<file path="src/rtl/mdio_pkg.sv">
// Shared constants, state encoding and frame-word builder for the MDIO master.
// Assumes clause-22 framing: 32-cycle preamble, 14 header bits, 2 turnaround
// bits and 16 data bits.
package mdio_pkg;

    localparam int ADDR_W      = 5;
    localparam int DATA_W      = 16;
    localparam int FRAME_W     = 4 + 2 * ADDR_W + 2 + DATA_W;   // 32 driven bits on a write
    localparam int HDR_BITS    = 4 + 2 * ADDR_W;                // 14 driven bits on a read
    localparam int PRE_CELLS   = 32;
    localparam int RECOV_CELLS = 32;
    localparam int CNT_W       = 6;

    typedef enum logic [2:0] {
        ST_IDLE  = 3'd0,
        ST_PRE   = 3'd1,
        ST_SEND  = 3'd2,
        ST_RTA   = 3'd3,
        ST_RDATA = 3'd4,
        ST_RECOV = 3'd5,
        ST_TAIL  = 3'd6
    } mdio_state_e;

    // Assemble the serial word sent after the preamble, MSB first.
    function automatic logic [FRAME_W-1:0] frame_word(
        input logic              rd,
        input logic [ADDR_W-1:0] phy,
        input logic [ADDR_W-1:0] rg,
        input logic [DATA_W-1:0] wd
    );
        logic [1:0] op;
        op = rd ? 2'b10 : 2'b01;
        return {2'b01, op, phy, rg, 2'b10, wd};
    endfunction

endpackage

</file>
<file path="src/rtl/mdio_phase_gen.sv">
// MDC phase timer: while run is high, pulses tick once every H system clocks,
// where H = half_div, with 0 treated as 1. Assumes half_div is held constant
// for the length of a frame.
module mdio_phase_gen #(
    parameter int DIV_W = 8
) (
    input  logic             clk,
    input  logic             rst_n,
    input  logic             run,
    input  logic [DIV_W-1:0] half_div,
    output logic             tick
);

    logic [DIV_W-1:0] cnt_q;
    logic [DIV_W-1:0] lim;

    // Effective phase length, never below one clock.
    always_comb lim = (half_div == '0) ? {{(DIV_W-1){1'b0}}, 1'b1} : half_div;

    assign tick = run && (cnt_q >= lim - 1'b1);

    // Count system clocks inside the current phase.
    always_ff @(posedge clk) begin
        if (!rst_n)              cnt_q <= '0;
        else if (!run || tick)   cnt_q <= '0;
        else                     cnt_q <= cnt_q + 1'b1;
    end

    AST_PHASE_CNT_BOUND: assert property (@(posedge clk) disable iff (!rst_n)
        (run && $stable(half_div)) |-> (cnt_q < lim));

    AST_TICK_GAP: assert property (@(posedge clk) disable iff (!rst_n)
        (tick && half_div > 1 && $stable(half_div)) |=> !tick);

endmodule

</file>
<file path="src/rtl/mdio_tx_shift.sv">
// Serialiser for the driven part of a frame: loads the whole word at the
// start of a frame and moves it up one bit per MDC cycle. The current bit is
// the MSB.
module mdio_tx_shift #(
    parameter int W = 32
) (
    input  logic         clk,
    input  logic         rst_n,
    input  logic         load,
    input  logic [W-1:0] load_word,
    input  logic         shift,
    output logic         msb
);

    logic [W-1:0] sr_q;

    assign msb = sr_q[W-1];

    // Load on frame start, otherwise advance one bit per shift request.
    always_ff @(posedge clk) begin
        if (!rst_n)     sr_q <= '0;
        else if (load)  sr_q <= load_word;
        else if (shift) sr_q <= {sr_q[W-2:0], 1'b0};
    end

endmodule

</file>
<file path="src/rtl/mdio_rx_shift.sv">
// Deserialiser for read data: cleared at frame start, shifts one sampled bit
// in at the LSB per request, so the first bit received ends as the MSB.
module mdio_rx_shift #(
    parameter int W = 16
) (
    input  logic         clk,
    input  logic         rst_n,
    input  logic         clear,
    input  logic         shift,
    input  logic         din,
    output logic [W-1:0] data
);

    // Clear on accepted start, accumulate during the read data window.
    always_ff @(posedge clk) begin
        if (!rst_n)     data <= '0;
        else if (clear) data <= '0;
        else if (shift) data <= {data[W-2:0], din};
    end

endmodule

</file>
<file path="src/rtl/mdio_frame_ctrl.sv">
// Frame sequencer: owns MDC, walks preamble, header, turnaround, data and
// tail segments one MDC cycle at a time, and decides when the pad is driven.
// Assumes tick arrives only while run is high; each tick ends one MDC phase.
module mdio_frame_ctrl
    import mdio_pkg::*;
(
    input  logic clk,
    input  logic rst_n,
    input  logic start,
    input  logic rd_req,
    input  logic tick,
    input  logic tx_msb,
    input  logic mdio_in,
    output logic run,
    output logic busy,
    output logic done,
    output logic err,
    output logic mdc,
    output logic mdio_out,
    output logic mdio_oe,
    output logic tx_load,
    output logic tx_shift,
    output logic rx_clear,
    output logic rx_shift
);

    localparam logic [CNT_W-1:0] PRE_LAST   = CNT_W'(PRE_CELLS - 1);
    localparam logic [CNT_W-1:0] RDHDR_LAST = CNT_W'(HDR_BITS - 1);
    localparam logic [CNT_W-1:0] WR_LAST    = CNT_W'(FRAME_W - 1);
    localparam logic [CNT_W-1:0] DATA_LAST  = CNT_W'(DATA_W - 1);
    localparam logic [CNT_W-1:0] RECOV_LAST = CNT_W'(RECOV_CELLS - 1);

    mdio_state_e      state_q;
    logic [CNT_W-1:0] cnt_q;
    logic             rd_q;
    logic             mdc_q;
    logic             err_q;
    logic             done_q;
    logic             accept;
    logic             cell_end;
    logic [CNT_W-1:0] send_last;

    assign accept    = start && (state_q == ST_IDLE);
    assign cell_end  = tick && mdc_q;
    assign send_last = rd_q ? RDHDR_LAST : WR_LAST;

    assign run      = (state_q != ST_IDLE);
    assign busy     = run;
    assign done     = done_q;
    assign err      = err_q;
    assign mdc      = mdc_q;
    assign tx_load  = accept;
    assign rx_clear = accept;
    assign tx_shift = cell_end && (state_q == ST_SEND);
    assign rx_shift = cell_end && (state_q == ST_RDATA);

    // Pad drive: preamble ones, then the serial word, otherwise released.
    always_comb begin
        mdio_oe  = 1'b0;
        mdio_out = 1'b0;
        if (state_q == ST_PRE) begin
            mdio_oe  = 1'b1;
            mdio_out = 1'b1;
        end else if (state_q == ST_SEND) begin
            mdio_oe  = 1'b1;
            mdio_out = tx_msb;
        end
    end

    // Sequence state, MDC level, segment counter and result flags.
    always_ff @(posedge clk) begin
        if (!rst_n) begin
            state_q <= ST_IDLE;
            cnt_q   <= '0;
            rd_q    <= 1'b0;
            mdc_q   <= 1'b0;
            err_q   <= 1'b0;
            done_q  <= 1'b0;
        end else begin
            done_q <= 1'b0;
            if (state_q == ST_IDLE) begin
                mdc_q <= 1'b0;
                if (accept) begin
                    state_q <= ST_PRE;
                    cnt_q   <= '0;
                    rd_q    <= rd_req;
                    err_q   <= 1'b0;
                end
            end else if (tick) begin
                mdc_q <= ~mdc_q;
                if (mdc_q) begin
                    unique case (state_q)
                        ST_PRE: begin
                            if (cnt_q == PRE_LAST) begin
                                state_q <= ST_SEND;
                                cnt_q   <= '0;
                            end else begin
                                cnt_q <= cnt_q + 1'b1;
                            end
                        end
                        ST_SEND: begin
                            if (cnt_q == send_last) begin
                                state_q <= rd_q ? ST_RTA : ST_TAIL;
                                cnt_q   <= '0;
                            end else begin
                                cnt_q <= cnt_q + 1'b1;
                            end
                        end
                        ST_RTA: begin
                            cnt_q <= '0;
                            if (mdio_in) begin
                                err_q   <= 1'b1;
                                state_q <= ST_RECOV;
                            end else begin
                                state_q <= ST_RDATA;
                            end
                        end
                        ST_RDATA: begin
                            if (cnt_q == DATA_LAST) begin
                                state_q <= ST_TAIL;
                                cnt_q   <= '0;
                            end else begin
                                cnt_q <= cnt_q + 1'b1;
                            end
                        end
                        ST_RECOV: begin
                            if (cnt_q == RECOV_LAST) begin
                                state_q <= ST_IDLE;
                                cnt_q   <= '0;
                                done_q  <= 1'b1;
                            end else begin
                                cnt_q <= cnt_q + 1'b1;
                            end
                        end
                        ST_TAIL: begin
                            state_q <= ST_IDLE;
                            cnt_q   <= '0;
                            done_q  <= 1'b1;
                        end
                        default: state_q <= ST_IDLE;
                    endcase
                end
            end
        end
    end

    AST_PAD_HOLD_WHILE_HIGH: assert property (@(posedge clk) disable iff (!rst_n)
        (mdc_q && $past(mdc_q)) |-> ($stable(mdio_out) && $stable(mdio_oe)));

    AST_IDLE_QUIET: assert property (@(posedge clk) disable iff (!rst_n)
        !busy |-> (!mdc_q && !mdio_oe));

    AST_DONE_SINGLE: assert property (@(posedge clk) disable iff (!rst_n)
        done_q |=> !done_q);

    AST_DONE_AT_BUSY_FALL: assert property (@(posedge clk) disable iff (!rst_n)
        done_q |-> (!busy && $past(busy)));

    AST_ERR_ONLY_ON_READ: assert property (@(posedge clk) disable iff (!rst_n)
        err_q |-> rd_q);

    AST_ERR_HOLD_IDLE: assert property (@(posedge clk) disable iff (!rst_n)
        (!busy && !$past(busy) && !$past(start)) |-> $stable(err_q));

endmodule

</file>
<file path="src/rtl/mdio_master.sv">
// MDIO management frame master top: ties the phase timer, the serialiser,
// the read deserialiser and the frame sequencer together. Assumes an external
// pad merges mdio_out/mdio_oe/mdio_in, and that half_div stays constant
// during a frame.
module mdio_master
    import mdio_pkg::*;
#(
    parameter int DIV_W = 8
) (
    input  logic              clk,
    input  logic              rst_n,
    input  logic              start,
    input  logic              rd_req,
    input  logic [ADDR_W-1:0] phy_addr,
    input  logic [ADDR_W-1:0] reg_addr,
    input  logic [DATA_W-1:0] wr_data,
    input  logic [DIV_W-1:0]  half_div,
    output logic              mdc,
    output logic              mdio_out,
    output logic              mdio_oe,
    input  logic              mdio_in,
    output logic              busy,
    output logic              done,
    output logic [DATA_W-1:0] rd_data,
    output logic              err
);

    logic               run;
    logic               tick;
    logic               tx_load;
    logic               tx_shift;
    logic               tx_msb;
    logic               rx_clear;
    logic               rx_shift;
    logic [FRAME_W-1:0] word;

    // Serial word captured at the accepted start.
    always_comb word = frame_word(rd_req, phy_addr, reg_addr, wr_data);

    mdio_phase_gen #(.DIV_W(DIV_W)) u_phase (
        .clk      (clk),
        .rst_n    (rst_n),
        .run      (run),
        .half_div (half_div),
        .tick     (tick)
    );

    mdio_tx_shift #(.W(FRAME_W)) u_tx (
        .clk       (clk),
        .rst_n     (rst_n),
        .load      (tx_load),
        .load_word (word),
        .shift     (tx_shift),
        .msb       (tx_msb)
    );

    mdio_rx_shift #(.W(DATA_W)) u_rx (
        .clk   (clk),
        .rst_n (rst_n),
        .clear (rx_clear),
        .shift (rx_shift),
        .din   (mdio_in),
        .data  (rd_data)
    );

    mdio_frame_ctrl u_ctrl (
        .clk      (clk),
        .rst_n    (rst_n),
        .start    (start),
        .rd_req   (rd_req),
        .tick     (tick),
        .tx_msb   (tx_msb),
        .mdio_in  (mdio_in),
        .run      (run),
        .busy     (busy),
        .done     (done),
        .err      (err),
        .mdc      (mdc),
        .mdio_out (mdio_out),
        .mdio_oe  (mdio_oe),
        .tx_load  (tx_load),
        .tx_shift (tx_shift),
        .rx_clear (rx_clear),
        .rx_shift (rx_shift)
    );

    AST_RDDATA_HOLD_IDLE: assert property (@(posedge clk) disable iff (!rst_n)
        (!busy && !$past(busy) && !$past(start)) |-> $stable(rd_data));

    AST_RELEASED_AT_DONE: assert property (@(posedge clk) disable iff (!rst_n)
        done |-> (!mdio_oe && !mdc));

endmodule

</file>
<file path="config.mk">
export PLATFORM = sky130hd
export DESIGN_NAME = mdio_master
export DESIGN_NICKNAME = d
export VERILOG_FILES = /design/src/rtl/mdio_pkg.sv /design/src/rtl/mdio_phase_gen.sv /design/src/rtl/mdio_tx_shift.sv /design/src/rtl/mdio_rx_shift.sv /design/src/rtl/mdio_frame_ctrl.sv /design/src/rtl/mdio_master.sv
export SDC_FILE = /design/constraint.sdc
export NUM_CORES = 1
export LEC_CHECK = 0
export BUFFER_PORTS_ARGS = -buffer_cell sky130_fd_sc_hd__buf_2
export CAP_MARGIN = 20
export CORE_ASPECT_RATIO = 1.2
export CORE_MARGIN = 8
export CORE_UTILIZATION = 40
export DETAILED_ROUTE_END_ITERATION = 6
export GPL_TIMING_DRIVEN = 0
export SYNTH_ARGS = -nofsm -noshare
export SYNTH_HDL_FRONTEND = slang
export SYNTH_SLANG_ARGS = --single-unit
export TNS_END_PERCENT = 50
</file>
<file path="constraint.sdc">
create_clock -name clk -period 4.1 [get_ports clk]
set_input_delay 0.205 -clock clk [delete_from_list [all_inputs] [get_ports clk]]
set_output_delay 0.205 -clock clk [all_outputs]
set_load 0.02 [all_outputs]
</file>
Yosys cells after proc, flatten, opt, wreduce, memory -nomap -nowiden
Cells that the tools add are included.
{"block": "word_totals", "ff_bits": 69, "in_bits": 39, "out_inout_bits": 22, "wordCells": 93}
{"block": "classes", "addsub": 3, "order_cmp": 1, "n_eq_ne": 14, "muxes": 36, "bitwise": 3, "reduce_logical": 26}
{"cell": "$mux W31", "count": 2}
{"cell": "$mux W6", "count": 7}
{"cell": "$mux W3", "count": 9}
{"cell": "$pmux W6 S4", "count": 1}
{"cell": "$pmux W3 S5", "count": 1}
{"cell": "$mux W1", "count": 12}
{"cell": "$reduce_bool A2 Y1", "count": 5}
{"cell": "$reduce_or A2 Y1", "count": 5}
{"cell": "$eq A3 B3 Y1 const B", "count": 3}
{"cell": "$ne A3 B2 Y1 const B", "count": 3}
{"cell": "$add A8 B1 Y8 const B", "count": 1}
{"cell": "$ge A8 B8 Y1", "count": 1}
{"cell": "$logic_not A8 Y1", "count": 1}
{"cell": "$mux W8", "count": 1}
{"cell": "$sub A8 B1 Y8 const B", "count": 1}
{"cell": "$reduce_and A7 Y1", "count": 1}
{"cell": "$add A6 B1 Y6 const B", "count": 1}
{"cell": "$eq A3 B2 Y1 const B", "count": 2}
{"cell": "$eq A6 B4 Y1 const B", "count": 1}
{"cell": "$eq A6 B5 Y1 const B", "count": 1}
{"cell": "$eq A6 B6 Y1", "count": 1}
{"cell": "$logic_and A1 B1 Y1", "count": 5}
{"cell": "$mux W5", "count": 1}
{"cell": "$reduce_and A5 Y1", "count": 1}
{"cell": "14 further kinds", "count": 16}

Logic depth before layout (Yosys ltp)
Gate-level depths: netlist of the first run.
{"block": "logic_depth", "depth_word": 9, "ltp_mapped": 16, "mapped_depth_nobuf": 15}

Modules after synthesis
A second synthesis of the first run with hierarchy kept.
{"block": "unflattened", "hier_cells": 384, "area_unflattened_um2": 3872.5}
{"module": "mdio_tx_shift", "instances": 1, "cells_per_inst": 141, "area_per_inst_um2": 1724.2, "seq_area_each_um2": 640.6}
{"module": "mdio_frame_ctrl", "instances": 1, "cells_per_inst": 116, "area_per_inst_um2": 912.1, "seq_area_each_um2": 260.2}
{"module": "mdio_phase_gen", "instances": 1, "cells_per_inst": 71, "area_per_inst_um2": 630.6, "seq_area_each_um2": 160.2}
{"module": "mdio_rx_shift", "instances": 1, "cells_per_inst": 53, "area_per_inst_um2": 594.3, "seq_area_each_um2": 320.3}
{"module": "mdio_master", "instances": 1, "cells_per_inst": 3, "area_per_inst_um2": 11.3, "seq_area_each_um2": 0.0}

Worst setup path after synthesis of the first run
No wires, ideal clock.
{"block": "synth_path", "path_type": "input -> register", "start": "input half_div[3]", "end": "register u_ctrl.cnt_q[3]", "setup_time_ps": 117, "arrival_time_ps": 2956, "required_ps": 3983, "slack_ps": 1027, "stages": 14, "n_path_buf": 0, "path_cell_list": "or3_1 -> nor2_1 -> nand2_1 -> o21bai_1 -> inv_1 -> ha_1 -> xnor2_1 -> ha_1 -> o21ai_1 -> a211o_1 -> o21ai_4 -> nand3_4 -> a22o_2 -> a32o_1"}
{"block": "synth_between", "elab_chain_len": 7}
{"element": "from (decl)", "line": "mdio_master.sv:17", "rtl": "input logic [DIV_W-1:0] half_div,"}
{"element": "$logic_not A8 Y1", "line": "mdio_phase_gen.sv:18", "rtl": "always_comb lim = (half_div == '0) ? {{(DIV_W-1){1'b0}}, 1'b1} : half_div;"}
{"element": "$mux W8 (*)", "line": "mdio_phase_gen.sv:18"}
{"element": "$sub A8 B1 Y8 (*)", "line": "mdio_phase_gen.sv:20", "rtl": "assign tick = run && (cnt_q >= lim - 1'b1);"}
{"element": "$ge A8 B8 Y1 (*)", "line": "mdio_phase_gen.sv:20"}
{"element": "$logic_and A1 B1 Y1 (*)", "line": "mdio_phase_gen.sv:20"}
{"element": "$reduce_bool A2 Y1 (no source line) (*)"}
{"element": "$reduce_and A4 Y1 (no source line) (*)"}
{"element": "to (signal assigned)", "line": "mdio_frame_ctrl.sv:98", "rtl": "cnt_q <= cnt_q + 1'b1;"}
{"element": "to (signal assigned)", "line": "mdio_frame_ctrl.sv:106", "rtl": "cnt_q <= cnt_q + 1'b1;"}
{"element": "to (signal assigned)", "line": "mdio_frame_ctrl.sv:123", "rtl": "cnt_q <= cnt_q + 1'b1;"}
{"element": "to (decl)", "line": "mdio_frame_ctrl.sv:34", "rtl": "logic [CNT_W-1:0] cnt_q;"}
Every way passes the cells marked *; elsewhere a longest branch is shown, timed or not.
A chain may end at the register's enable or synchronous reset.

Worst setup path in the final report of the first run
{"block": "layout_path", "start": "input half_div[3]", "end": "register u_tx.sr_q[5]"}
{"block": "layout_between", "elab_chain_len": 8}
{"element": "$logic_not A8 Y1", "line": "mdio_phase_gen.sv:18"}
{"element": "$mux W8 (*)", "line": "mdio_phase_gen.sv:18"}
{"element": "$sub A8 B1 Y8 (*)", "line": "mdio_phase_gen.sv:20"}
{"element": "$ge A8 B8 Y1 (*)", "line": "mdio_phase_gen.sv:20"}
{"element": "$logic_and A1 B1 Y1 (*)", "line": "mdio_phase_gen.sv:20"}
{"element": "$logic_and A1 B1 Y1 (*)", "line": "mdio_frame_ctrl.sv:44", "rtl": "assign cell_end = tick && mdc_q;"}
{"element": "$logic_and A1 B1 Y1 (*)", "line": "mdio_frame_ctrl.sv:54", "rtl": "assign tx_shift = cell_end && (state_q == ST_SEND);"}
{"element": "$reduce_bool A2 Y1 (no source line) (*)"}
{"element": "to (signal assigned)", "line": "mdio_tx_shift.sv:22", "rtl": "else if (load) sr_q <= load_word;"}
{"element": "to (signal assigned)", "line": "mdio_tx_shift.sv:23", "rtl": "else if (shift) sr_q <= {sr_q[W-2:0], 1'b0};"}
{"element": "to (decl)", "line": "mdio_tx_shift.sv:15", "rtl": "logic [W-1:0] sr_q;"}
Marked as above.

==> results of run 1 <==
## worst max-delay path: cells and delay by family
| kind | cells | cell delay, ps |
|---|---|---|
| adder cells (fa/ha/maj) | 2 | 480 |
| XOR/XNOR | 1 | 170 |
| AND/OR/NAND/NOR | 4 | 810 |
| buffers and inverters | 3 | 470 |
| multiplexers | 1 | 170 |
| AO/OA/AOI/OAI | 5 | 1120 |
## metrics by stage
stage                     util [%]  instances
after detailed placement     46.22        566
after CTS                    48.65        582
after floorplan                  -        390
final                        48.65        582
after global placement       46.22        566
after global routing         48.65        582
## routing by layer
layer	share of wire (%)	vias to the layer above
met5	0	-
met4	2.0	0
met3	6.2	15
met2	47	80
met1	45	1407
li1	-	1552
## cells in the final DEF (no fill, tap or decap), types with 3 or more instances in the layout
master,n
clkbuf_8,10
nor2_1,44
nand3_1,15
xnor2_1,8
o221a_2,5
clkinvlp_4,3
mux2i_1,40
ha_1,11
dfxtp_1,69
clkbuf_1,15
o21a_1,8
nand3_4,3
nand2b_1,5
nor3_1,9
a211oi_1,4
a21oi_1,34
buf_4,3
buf_2,63
nand2_1,26
xor2_1,5
nor2b_1,3
inv_1,7
o21ai_0,23
## worst paths after layout
| kind | cells past startpoint | startpoint | end |
|---|---|---|---|
| setup / recovery | 16 | half_div[3] | u_tx.sr_q[5] |
| hold reg to reg | 1 | u_tx.sr_q[26] | u_tx.sr_q[26] |
| hold / removal | 3 | wr_data[0] | u_tx.sr_q[0] |
| setup reg to reg | 9 | u_phase.cnt_q[0] | u_tx.sr_q[25] |
## power by group
part	internal [mW]	switching, mW	leakage, nW	total [mW]
combinational	0.0965	0.138	1.24	0.235
sequential	0.709	0.0254	0.564	0.735
clock	0.300	0.278	0.0951	0.579
## flip-flops by register name, summed over array words and instances, names as in the netlist
register / flops
u_tx.sr_q: 32
u_rx.data: 16
u_phase.cnt_q: 8
u_ctrl.cnt_q: 6
u_ctrl.state_q: 3
u_ctrl.done: 1
u_ctrl.err: 1
u_ctrl.mdc: 1
u_ctrl.rd_q: 1
## logic make-up after synthesis
group                      after synthesis  share of synthesized area, %
AOI/OAI and AO/OA                      104                         20.56
muxes                                   40                         11.38
adders and majority gates               11                         3.913
DFF                                     69                         39.27
xor gates and xnor gates                13                         3.237
and+or+nand+nor                        122                         17.86
buffers and inverters                   31                         3.771
## layout make-up
| type | instances | area (um^2) |
|---|---|---|
| fillers | 859 | 4398 |
| multi-input cells | 290 | 2003 |
| flip-flops and latches | 69 | 1381 |
| repair buffers | 59 | 295.3 |
| well taps | 117 | 146.4 |
| clock buffers | 10 | 137.6 |
| plain buffers | 23 | 102.6 |
| clock inverters | 6 | 70.07 |
| inverters | 8 | 30.03 |
==> key figures, run 1 <==
Clock tree
  – Post-CTS Resized: 0
  – Hold-fix buffers at CTS: 0
  – Sink Count: 69
  – CTS tree: yes
  – H-tree levels: 3
  – Setup Buffers After CTS: 0
  – Inserted Clock Buffers: 9
  – Clk_lat worst skew: 350 ps
  – Clk buf depth: 2
  – Reg clk slew, reported paths: 70 ps
  – Root buf cell: clkbuf_8

Synth
  – Library cells used by synthesis: 60
  – Top post-synthesis cells by area: dfxtp_1 (39%), mux2i_1 (11%), a21oi_1 (4.8%), nor2_1 (4.7%), ha_1 (3.9%)
  – Synthesized Nets: 440
  – Async set or reset register ratio after synthesis: 0%
  – Mapped Area: 3517 um^2
  – Synthesis warning total: 0
  – Mapped Avg Cell Area: 9.018 um^2
  – Register bit count reported by yosys: 69
  – Ys flop type: dfxtp_1
  – Synth top area share: 39.27%
  – Portion of the post-synthesis area used by sequential elements: 39.27%
  – Synthesized instance count: 390
  – Synth top cells by count: dfxtp_1 (69), nor2_1 (44), mux2i_1 (40)
  – Count leader, synth: dfxtp_1
  – Cell accounting for the most synthesized area: dfxtp_1
  – Post-synth EDFFs: 0

Floorplan
  – Row count: 37
  – Effective utilization at floorplan: 41.07%
  – Ports: 61
  – Core ar.: 8564 um^2
  – Die Height: 118.7 um
  – Die area: 12060 um^2
  – Chip width: 101.6 um

Drt
  – Vias: 3054
  – 1st-iter DRT viols: 210
  – WL final: 8.442 mm
  – DRT Pass-1 Iters: 5
  – Via density: 5.247
  – Antenna-violating nets left: 0
  – Wire length per cell: 14.51 um
  – Remaining design rule violation count: 0

Finish
  – Number of diodes: 0
  – Nets: 510
  – Post-route cell area: 4167 um^2
  – Area Overhead vs Synth: 18.46%
  – Share of layout cells above drive strength 1: 21.72%

Timing
  – Setup Skew: 7.510 ps
  – Fmax: 313.2 MHz
  – Final period utilization: 77.87%
  – Slew Viols, Final: 0
  – Min Tclk post-route: 3193 ps
  – Sum Neg Setup Slack: 0 ps
  – Relative slew slack: 56.76%
  – RSZ-0062 raised after global routing: no
  – Worst Tran Pin Value: 643.1 ps
  – Final setup violation count: 0
  – Final Hold Fails: 0
  – Hold_ws: 98.47 ps
  – Final WS setup: 907.4 ps

Global routing
  – GR met1 Demand/Resource: 17.62%
  – Initial antenna violation count: 0
  – Gr busiest metal: met2
  – Largest net degree at the start of global routing: 14
  – Vias in the first global route: 3096
  – First-pass GRT wire length: 14.33 mm
  – GRT Util Overall: 14.48%
  – Grt ovf: 0
  – GRT met2 Usage: 23.23%
  – Grt met3 use: 3.406%

Place
  – Final Wtd Congestion: 0.8725
  – DP HPWL: 6.337 mm
  – DP Worst Slack: 519.9 ps
  – Port Buf Inserts: 59
  – Cell Area, Placed: 3959 um^2

Outcome
  – Status: completed

Critical path
  – Cell Chain, Critical Path: buf_2, or3_1, nor2_1, nand2_1, o21bai_1, inv_1, ha_1, xnor2_1, ha_1, o21ai_1, a211o_1, o21ai_4, nand3_4, buf_4, mux2i_1, a21oi_1
  – Max stage delay on crit path: 400 ps
  – WP data arrival: 3410 ps
  – Critical path's slowest cell: or3_1
  – Reg-to-reg slack, setup: 1610 ps
  – CP most frequent cell: ha_1
  – Startpoint Class: input pin
  – Crit. End Element: flip-flop
  – Req. time, crit path: 4320 ps
  – Worst Path Max Fanout: 10
  – WS Path Type: in -> reg

Power and ir drop
  – Power Total: 1.548 mW
  – LEAKAGE: 1.904 nW
  – Power Density: 371.5 nW/um^2
  – Peak VDD IR: 0.1889 mV

Worst hold path
  – Hold crit path type: in -> reg

Job
  – Max Cap Viol: 0
No activity file was read; power rests on OpenSTA's default activity.
==> run 2, diff against run 1 <==
clock period = 3.1 ns   (was 4.1 ns; I/O delays follow)
==> run 2 against run 1 <==
Clock power increased by 32%. Sequential share of layout area down 0.87 points. Register-to-register slack got worse by 1000 ps. Critical path depth is the same. Worst setup slack lost 820 ps. Die area did not move. Clock skew grew 0.66 ps. Flip-flop and latch count unchanged.
==> key figures, run 2 (synthesis gave the netlist of run 1 again) <==
Finish
  – Number of diodes: 0
  – Nets: 516
  – Final cell count without fillers: 588
  – Largest Register: u_tx.sr_q
  – Commonest non-fill, non-tap cell in the layout: dfxtp_1
  – Largest regs: u_tx.sr_q x32, u_rx.data x16, u_phase.cnt_q x8
  – Max reg flops: 32
  – Commonest cells after routing, fill and taps aside: dfxtp_1 (69), buf_2 (62), nor2_1 (42)
  – Share of layout cells above drive strength 1: 24.42%
  – Number of fill cells in the layout: 854
  – Final Util: 49.96%
  – Area Overhead vs Synth: 21.66%

Power and ir drop
  – Comb pwr share: 15.7%
  – LEAKAGE: 1.951 nW
  – Clock share of power: 37.1%
  – Sw Ratio: 28.67%
  – Flop pwr share: 47.2%
  – Power Total: 2.062 mW
  – P_sw: 0.5912 mW
  – Power Density: 481.8 nW/um^2
  – Peak VDD IR: 0.2526 mV
  – Int Pwr: 1.471 mW

Clock tree
  – Sink Count: 69
  – Clk_lat worst skew: 350 ps
  – Inserted Clock Buffers: 9
  – Root buf cell: clkbuf_8
  – Hold-fix buffers at CTS: 0
  – CTS tree: yes
  – Reg clk slew, reported paths: 80 ps
  – H-tree levels: 3
  – Clk buf depth: 2

Floorplan
  – Effective utilization at floorplan: 41.07%
  – Ports: 61
  – Core ar.: 8564 um^2
  – Chip width: 101.6 um
  – Die Height: 118.7 um
  – Row count: 37
  – Die area: 12060 um^2

Outcome
  – Status: completed

Critical path
  – WS Path Type: in -> reg
  – Startpoint Class: input pin
  – Req. time, crit path: 3350 ps
  – Worst Path Max Fanout: 5
  – Crit. End Element: flip-flop
  – R2r worst-path depth: 10
  – WP data arrival: 3250 ps

Timing
  – Final setup violation count: 0
  – Min Tclk post-route: 3009 ps
  – Setup Skew: 8.174 ps
  – Final Hold Fails: 0
  – Fmax: 332.4 MHz
  – Hold_ws: 47.79 ps
  – Relative slew slack: 58.58%
  – Final period utilization: 97.06%
  – Worst Tran Pin Value: 616.1 ps
  – Slew Viols, Final: 0

Global routing
  – Largest net degree at the start of global routing: 14
  – Grt ovf: 0
  – First-pass GRT wire length: 14.32 mm
  – GRT Util Overall: 14.50%
  – Vias in the first global route: 3090
  – Initial antenna violation count: 0

Drt
  – Antenna-violating nets left: 0
  – WL final: 8.652 mm
  – Vias: 3083
  – 1st-iter DRT viols: 170
  – Wire length per cell: 14.71 um
  – DRT Pass-1 Iters: 5
  – Via density: 5.243
  – Remaining design rule violation count: 0

Job
  – Max Cap Viol: 0

Place
  – Cells after DPL: 566
  – DP HPWL: 6.337 mm
  – Final Wtd Congestion: 0.8725
  – Port Buf Inserts: 59

Worst hold path
  – Hold crit path type: in -> reg
  – Worst hold path depth: 3
## run 2: cell types whose count changed in the layout (fill, tap and decap cells not counted), sizes merged
cell / previous run / this run
clkbuf: 25 / 26
buf: 67 / 72
## run 2: path summary, 6_finish.rpt
check                                      start         endpoint  slack (ps)
worst min-delay path                  wr_data[0]     u_tx.sr_q[0]          50
worst max-delay path                 half_div[3]  u_ctrl.cnt_q[5]          90
worst max register to register  u_phase.cnt_q[0]    u_tx.sr_q[25]         580
worst min register to register     u_tx.sr_q[26]    u_tx.sr_q[26]         480
## run 2: layout make-up
class                   instances  area [um^2]  area share [%]
plain buffers                  23        112.6           2.632
clock buffers                  10        137.6           3.216
clock inverters                 6        70.07           1.637
inverters                       8        30.03          0.7018
multi-input cells             290         2048           47.87
flip-flops and latches         69         1381           32.28
well taps                     117        146.4           3.421
repair buffers                 65        352.8           8.246
## run 2: per-layer routing
| metal | wire (um) | global-route usage [%] | vias up |
|---|---|---|---|
| met3 | 542 | 3.347 | 12 |
| met1 | 3878 | 17.69 | 1426 |
| met4 | 112 | 6.629 | 0 |
| met2 | 4120 | 23.35 | 83 |
| li1 | - | - | 1562 |
| met5 | 0 | 0 | - |
## run 2: per-stage QoR
stage	setup TNS, ps	worst slack [ps]	area, um^2
floorplan	0	76.79	3517
global placement	-16110	-346.3	3959
detailed placement	-20490	-430.1	3959
CTS	0	2.620	4197
global route	-116.5	-47.57	4279
finish	0	91.27	4279
## run 2: repair_timing
action                     4_1_cts  5_1_grt
gates resized for setup          1       12
pin swaps                        2        6
setup endpoints to repair       42       50
buffers inserted                 2        4
## run 2: critical path, cell delays in order
cell and delay (ps):
buf_2 120, or3_4 400, nor2_2 130, nand2_1 90, o21bai_2 170, inv_1 80
ha_2 200, xnor2_2 140, ha_2 320, o21ai_1 60, a211o_1 310, buf_4 160
nor4_4 340, nor2_4 80, a22o_2 250, a32o_1 250
## run 2: power by group through the flow
| stage | logic, mW | clock network (mW) | registers, mW |
|---|---|---|---|
| 2_1_floorplan | 0.223 | 0 | 0.982 |
| 3_3_place_gp | 0.307 | 0 | 0.991 |
| 3_5_place_dp | 0.311 | 0 | 0.992 |
| 4_1_cts | 0.314 | 0.785 | 0.972 |
| 5_1_grt | 0.361 | 0.816 | 0.980 |
| 6_report | 0.323 | 0.765 | 0.973 |
